## src/rtl/sertx_pkg.sv

```systemverilog
package sertx_pkg;
  // strobes issued by the sequencer to the datapath, at most one load per cycle
  typedef struct packed {
    logic shift;
    logic loadData;
    logic loadPre;
    logic loadBrk;
    logic loadMark;
    logic goIdle;
  } txStrb_t;
endpackage

```

## src/rtl/sertx_dp.sv

```systemverilog
module sertx_dp
  import sertx_pkg::*;
#(
  parameter int DATA_W = 9,
  localparam int FRAME_W = DATA_W + 2,
  localparam int CNT_W = $clog2(FRAME_W + 1)
) (
  input  logic              clk,
  input  logic              rstN,
  input  txStrb_t           strb,
  input  logic              longWord,
  input  logic              wrLatch,
  input  logic [DATA_W-1:0] wrData,
  output logic [CNT_W-1:0]  cntQ,
  output logic              lineBit
);
  logic [DATA_W-1:0]  holdQ;
  logic [FRAME_W-1:0] shiftQ;
  logic [FRAME_W-1:0] dataFrame;
  logic [CNT_W-1:0]   frameLen;

  assign frameLen = longWord ? CNT_W'(DATA_W + 2) : CNT_W'(DATA_W + 1);

  always_comb begin
    dataFrame = '1;
    dataFrame[0] = 1'b0;
    for (int i = 0; i < DATA_W; i++) begin
      if (i < DATA_W - 1 || longWord) dataFrame[i+1] = holdQ[i];
    end
  end

  always_ff @(posedge clk or negedge rstN) begin
    if (!rstN) holdQ <= '0;
    else if (wrLatch) holdQ <= wrData;
  end

  always_ff @(posedge clk or negedge rstN) begin
    if (!rstN) begin
      shiftQ <= '1;
      cntQ   <= '0;
    end else if (strb.loadData) begin
      shiftQ <= dataFrame;
      cntQ   <= frameLen;
    end else if (strb.loadPre) begin
      shiftQ <= '1;
      cntQ   <= frameLen;
    end else if (strb.loadBrk) begin
      shiftQ <= '0;
      cntQ   <= frameLen;
    end else if (strb.loadMark) begin
      shiftQ <= '1;
      cntQ   <= CNT_W'(1);
    end else if (strb.shift) begin
      shiftQ <= {1'b1, shiftQ[FRAME_W-1:1]};
      cntQ   <= cntQ - CNT_W'(1);
    end else if (strb.goIdle) begin
      shiftQ <= '1;
      cntQ   <= '0;
    end
  end

  assign lineBit = (cntQ != '0) ? shiftQ[0] : 1'b1;

  assert_cnt_bound_R2: assert property (@(posedge clk) disable iff (!rstN)
    cntQ <= CNT_W'(FRAME_W));

  // while a break frame is in flight its bits are all zero
  assert_break_low_R8: assert property (@(posedge clk) disable iff (!rstN)
    strb.loadBrk |=> (lineBit == 1'b0));
endmodule

```

## src/rtl/sertx_ctrl.sv

```systemverilog
module sertx_ctrl
  import sertx_pkg::*;
#(
  parameter int DATA_W = 9,
  localparam int FRAME_W = DATA_W + 2,
  localparam int CNT_W = $clog2(FRAME_W + 1)
) (
  input  logic             clk,
  input  logic             rstN,
  input  logic             baudTick,
  input  logic             statusRd,
  input  logic             wrEn,
  input  logic             txEnable,
  input  logic             sendBreak,
  input  logic             txIntEn,
  input  logic             doneIntEn,
  input  logic [CNT_W-1:0] cntQ,
  output txStrb_t          strb,
  output logic             wrLatch,
  output logic             tdreQ,
  output logic             tcQ,
  output logic             irq
);
  logic armQ, enPrevQ, brkPrevQ, preQ, brkQ, markQ;
  logic boundary, brkWant, enRise, brkRise, lastBit;

  assign lastBit  = (cntQ == CNT_W'(1));
  assign boundary = baudTick && (cntQ <= CNT_W'(1));
  assign brkWant  = sendBreak || brkQ;
  assign enRise   = txEnable && !enPrevQ;
  assign brkRise  = sendBreak && !brkPrevQ;
  assign wrLatch  = wrEn && armQ;

  always_comb begin
    strb = '0;
    strb.shift = baudTick && (cntQ > CNT_W'(1));
    if (boundary) begin
      if (txEnable && brkWant)     strb.loadBrk  = 1'b1;
      else if (txEnable && markQ)  strb.loadMark = 1'b1;
      else if (txEnable && preQ)   strb.loadPre  = 1'b1;
      else if (txEnable && !tdreQ) strb.loadData = 1'b1;
      else                         strb.goIdle   = 1'b1;
    end
  end

  always_ff @(posedge clk or negedge rstN) begin
    if (!rstN) begin
      armQ <= 1'b0; enPrevQ <= 1'b0; brkPrevQ <= 1'b0;
      preQ <= 1'b0; brkQ <= 1'b0; markQ <= 1'b0;
      tdreQ <= 1'b1; tcQ <= 1'b1;
    end else begin
      armQ     <= statusRd || (armQ && !wrEn);
      enPrevQ  <= txEnable;
      brkPrevQ <= sendBreak;
      if (enRise) preQ <= 1'b1;
      else if (strb.loadPre) preQ <= 1'b0;
      if (strb.loadBrk) brkQ <= 1'b0;
      else if (brkRise) brkQ <= 1'b1;
      if (strb.loadBrk) markQ <= 1'b1;
      else if (strb.loadMark) markQ <= 1'b0;
      if (wrLatch) tdreQ <= 1'b0;
      else if (strb.loadData) tdreQ <= 1'b1;
      if (wrLatch) tcQ <= 1'b0;
      else if (strb.goIdle && lastBit) tcQ <= 1'b1;
    end
  end

  assign irq = (txIntEn && tdreQ) || (doneIntEn && tcQ);

  assert_one_load_R11: assert property (@(posedge clk) disable iff (!rstN)
    $onehot0({strb.loadData, strb.loadPre, strb.loadBrk, strb.loadMark, strb.goIdle}));

  assert_tdre_clear_seq_R3: assert property (@(posedge clk) disable iff (!rstN)
    $fell(tdreQ) |-> $past(wrEn && armQ));

  assert_tc_when_idle_R5: assert property (@(posedge clk) disable iff (!rstN)
    $rose(tcQ) |-> (cntQ == '0));

  assert_tick_paced_R2: assert property (@(posedge clk) disable iff (!rstN)
    !$stable(cntQ) |-> $past(baudTick));
endmodule

```

## src/rtl/sertx_top.sv

```systemverilog
module sertx_top
  import sertx_pkg::*;
#(
  parameter int DATA_W = 9,
  localparam int FRAME_W = DATA_W + 2,
  localparam int CNT_W = $clog2(FRAME_W + 1)
) (
  input  logic              clk,
  input  logic              rstN,
  input  logic              baudTick,
  input  logic              longWord,
  input  logic              statusRd,
  input  logic              wrEn,
  input  logic [DATA_W-1:0] wrData,
  input  logic              txEnable,
  input  logic              sendBreak,
  input  logic              txIntEn,
  input  logic              doneIntEn,
  output logic              txLine,
  output logic              txDriveEn,
  output logic              dataEmpty,
  output logic              txDone,
  output logic              irq
);
  txStrb_t          strb;
  logic             wrLatch;
  logic [CNT_W-1:0] cntQ;

  sertx_ctrl #(.DATA_W(DATA_W)) uCtrl (
    .clk(clk), .rstN(rstN), .baudTick(baudTick), .statusRd(statusRd),
    .wrEn(wrEn), .txEnable(txEnable), .sendBreak(sendBreak),
    .txIntEn(txIntEn), .doneIntEn(doneIntEn), .cntQ(cntQ), .strb(strb),
    .wrLatch(wrLatch), .tdreQ(dataEmpty), .tcQ(txDone), .irq(irq)
  );

  sertx_dp #(.DATA_W(DATA_W)) uDp (
    .clk(clk), .rstN(rstN), .strb(strb), .longWord(longWord),
    .wrLatch(wrLatch), .wrData(wrData), .cntQ(cntQ), .lineBit(txLine)
  );

  assign txDriveEn = txEnable || (cntQ != '0);

  // the line is released only after the frame in flight is done
  assert_release_idle_R7: assert property (@(posedge clk) disable iff (!rstN)
    $fell(txDriveEn) |-> (txLine == 1'b1));
endmodule

```

## config.mk

```make
export PLATFORM = sky130hd
export DESIGN_NAME = sertx_top
export DESIGN_NICKNAME = d
export VERILOG_FILES = /design/src/rtl/sertx_pkg.sv /design/src/rtl/sertx_dp.sv /design/src/rtl/sertx_ctrl.sv /design/src/rtl/sertx_top.sv
export SDC_FILE = /design/constraint.sdc
export NUM_CORES = 1
export LEC_CHECK = 0
export ABC_AREA = 1
export BUFFER_PORTS_ARGS = -buffer_cell sky130_fd_sc_hd__buf_2
export CAP_MARGIN = 25
export CORE_MARGIN = 2
export CORE_UTILIZATION = 35
export CTS_CLUSTER_SIZE = 20
export DETAILED_ROUTE_END_ITERATION = 10
export PLACE_DENSITY = 0.58
export SLEW_MARGIN = 20
export SYNTH_ARGS = -nofsm -noshare
export SYNTH_HDL_FRONTEND = slang
export SYNTH_SLANG_ARGS = --single-unit
```

## constraint.sdc

```tcl
create_clock -name clk -period 4 [get_ports clk]
set_clock_uncertainty 0.15 [all_clocks]
set_input_delay 0 -clock clk [delete_from_list [all_inputs] [get_ports clk]]
set_output_delay 0 -clock clk [all_outputs]
set_load 0.01 [all_outputs]
```

==> flow_metrics.py <==
metrics = {
    "clock_network": {
        "root_buffer": "clkbuf_8",
        "clk_pin_slew_worst_paths_ps": 70,
        "h-tree-depth": 2,
        "clk_latency_ps": 290,
        "cts_tree": "yes",
        "cts_buffer_depth": 2,
        "cts_resized": 0,
        "cts_made_buffers": 5,
        "clkSinkCount": 32,
    },
    "worst_hold_path": {
        "hold_path.class": "primary input to asynchronous set/reset pin",
    },
    "global_routing": {
        "grt-ovfl-total": 0,
        "antenna_found_initial": 0,
        "grt_pass1_vias": 1405,
        "grt_pass1_wl_um": 6251,
        "grt_start_max_net_pins": 33,
        "track_usage": 0.1539,
    },
    "worst_setup_path": {
        "r2r_start": "uDp.cntQ[0]$_DFFE_PN0P_",
        "cp.required_ps": 4070,
        "reg2regPathDepth": 9,
        "arrival_ps": 1870,
        "worstReg2RegEnd": "uDp.shiftQ[7]$_DFFE_PN1P_",
        "crit_type": "flop to flop",
        "cp-end-kind": "flop",
        "ff2ff_setup_slack_ps": 2200,
        "worst-path-max-fanout": 10,
        "startpoint_type": "flop",
    },
    "logic_synthesis": {
        "ys_top_cells_by_area": "dfrtp_1, dfstp_2, nand2_1",
        "ys_warn_count": 0,
        "synth_cell_types": 32,
        "yosys.area.top_type": "dfrtp_1",
        "yosysTopAreaCellShare": 0.2864,
        "postSynthAreaPerCell_um2": 8.179,
        "yosys_register_bits": 32,
        "syn_nets": 225,
        "ys_seq_area_frac": 0.4921,
        "syn_area_mm2": 0.001660,
        "syn_inst": 203,
    },
    "floorplan": {
        "ios": 24,
        "core_area_mm2": 0.004661,
        "rows": 25,
        "fp.dieW_um": 72.88,
        "die_area_mm2": 0.005311,
        "start_util": 0.3562,
        "die_h_um": 72.88,
    },
    "route": {
        "wl_um": 3564,
        "firstDrtPassIters": 4,
        "vias_per_cell": 4.718,
        "drt-initial-drc-count": 60,
        "drcViolationCount": 0,
        "ant_nets": 0,
        "wl_per_cell_um": 11.96,
        "num_vias": 1406,
    },
    "timing": {
        "post-route-min-period_ps": 1801,
        "rsz0062_at_grt": "no",
        "whs_ps": 154.4,
        "slew_headroom": 0.5283,
        "period_share": 0.4502,
        "fin_setup_tns_ps": 0,
        "setup_violations": 0,
        "tightest_slew_ps": 707.5,
        "hold_violations": 0,
        "drv_slew": 0,
        "fmax_ghz": 0.5553,
    },
    "finish": {
        "final_area_mm2": 0.002051,
        "postLayoutCoreUtil": 0.4400,
        "syn_to_final_growth_pct": 23.51,
        "drive_above_1_share": 0.2172,
        "fillers": 457,
        "fin_nets": 265,
        "antennaDiodeCount": 0,
    },
    "pwr": {
        "p_leak_uw": 0.0009840,
        "switching_power_uw": 379.8,
        "vdd_drop_max_mv": 0.1736,
        "power_density_mw_per_mm2": 524.7,
        "clockPowerShare": 0.243,
        "p_seq_frac": 0.443,
        "power.internal_uw": 696.2,
        "comb_power_share": 0.314,
        "swShare": 0.3530,
    },
    "placed_design": {
        "io_buffers": 23,
        "place.gp.congestion": 0.7991,
        "dpl-instance-area_mm2": 0.001800,
        "dp_hpwl_um": 2397,
    },
    "job": {
        "max-cap-violations": 0,
    },
    "run_status": {
        "status": "complete, no violations",
    },
}
-- metal layers --
metal | part of all wire | GRT usage | wire [um]
met1 | 0.48 | 0.2017 | 1714
met5 | 0 | 0 | 0
met4 | 0.0084 | 0.03704 | 30
met2 | 0.47 | 0.2434 | 1691
met3 | 0.036 | 0.05525 | 127
-- worst max-delay path, cell delays in order, from the launching register on --
cell	delay, ps
dfrtp_1	400
inv_1	130
ha_1	200
inv_1	50
nand2_1	130
nand3_4	170
nor2_4	270
nor2_1	90
nand3_1	90
nand2_1	60
-- Yosys cell counts (all sizes together) --
library cell	count
o22ai	1
nand3b	1
nor3	2
inv	22
ha	3
nand3	24
xor2	1
nand4	3
nor2	39
a22o	1
dfrtp	19
clkbuf	2
o21ai	13
buf	5
dfstp	13
a21oi	4
or2	1
clkinv	1
a21o	1
o211ai	1
nand2	44
a31oi	1
o21bai	1
-- cells by family after synthesis --
| kind of cell | count (synthesis) | synth area share |
|---|---|---|
| fa+ha+maj | 3 | 0.02261 |
| compound gates | 23 | 0.07838 |
| flops | 32 | 0.4921 |
| buf+inv | 30 | 0.08063 |
| xor+xnor | 1 | 0.005276 |
| simple gates | 114 | 0.3210 |
-- how the worst max path moves through the flow --
| stage | from | end | cells after the start | slack (ps) |
|---|---|---|---|---|
| finish | uDp.cntQ[0]$_DFFE_PN0P_ | uDp.shiftQ[7]$_DFFE_PN1P_ | 9 | 2200 |
| global placement | uCtrl.markQ$_DFFE_PN0P_ | uCtrl.tcQ$_DFFE_PN1P_ | 5 | 2060 |
| global route | uDp.cntQ[0]$_DFFE_PN0P_ | uDp.shiftQ[1]$_DFFE_PN1P_ | 9 | 2040 |
| floorplan | uDp.cntQ[0]$_DFFE_PN0P_ | uDp.shiftQ[1]$_DFFE_PN1P_ | 9 | 2440 |
| CTS | uDp.cntQ[0]$_DFFE_PN0P_ | uDp.shiftQ[3]$_DFFE_PN1P_ | 9 | 2180 |
| detailed placement | uDp.cntQ[0]$_DFFE_PN0P_ | uDp.shiftQ[3]$_DFFE_PN1P_ | 9 | 2210 |
-- power by group through the flow --
stage,Combinational [uW],Sequential [uW],Clock [uW]
after floorplan,269,472,0
after global placement,326,480,0
after detailed placement,329,482,0
after CTS,343,477,271
after global routing,397,486,288
final,338,477,261
-- through the flow --
stage,total power [uW],worst slack [ps],instances
2_1_floorplan,740.3,2443,203
3_5_place_dp,810.8,2207,274
5_1_grt,1171,2043,298
3_3_place_gp,806.4,2064,273
6_report,1076,2199,298
4_1_cts,1091,2178,298
-- placed cells by master (no fill, tap or decap), types with 3 or more instances in the layout --
cell type / Yosys / layout
nand2_1: 41 / 41
nor2_1: 35 / 35
buf_2: 2 / 24
nand3_1: 23 / 23
inv_1: 22 / 22
dfrtp_1: 19 / 19
dlygate4sd3_1: 0 / 16
dfstp_2: 13 / 13
o21ai_0: 11 / 11
clkbuf_8: 0 / 6
a21oi_1: 4 / 4
nand4_1: 3 / 3
ha_1: 3 / 3
-- final cells by class --
type | count | area (um^2) | share of cell area
multi-input cells | 141 | 709.4 | 0.3459
clock buffers | 8 | 90.09 | 0.04393
inverters | 23 | 86.33 | 0.04210
flip-flops and latches | 32 | 817.0 | 0.3984
repair buffers | 40 | 280.3 | 0.1367
well taps | 54 | 67.56 | 0.03295
-- flip-flops by register name, indices dropped and copies added, names as in the netlist --
name	cells
uCtrl.tdreQ	1
uDp.shiftQ	11
uCtrl.preQ	1
uCtrl.markQ	1
uCtrl.brkPrevQ	1
uCtrl.tcQ	1
uDp.cntQ	4
uCtrl.armQ	1
uCtrl.enPrevQ	1
uCtrl.brkQ	1
uDp.holdQ	9
-- timing repair --
item                                   4_1_cts  5_1_grt
endpoints found under the hold margin       46        0
buffers inserted                             0        0
hold buffers                                16        0
Note: power is estimated with default switching activity, not from simulation.
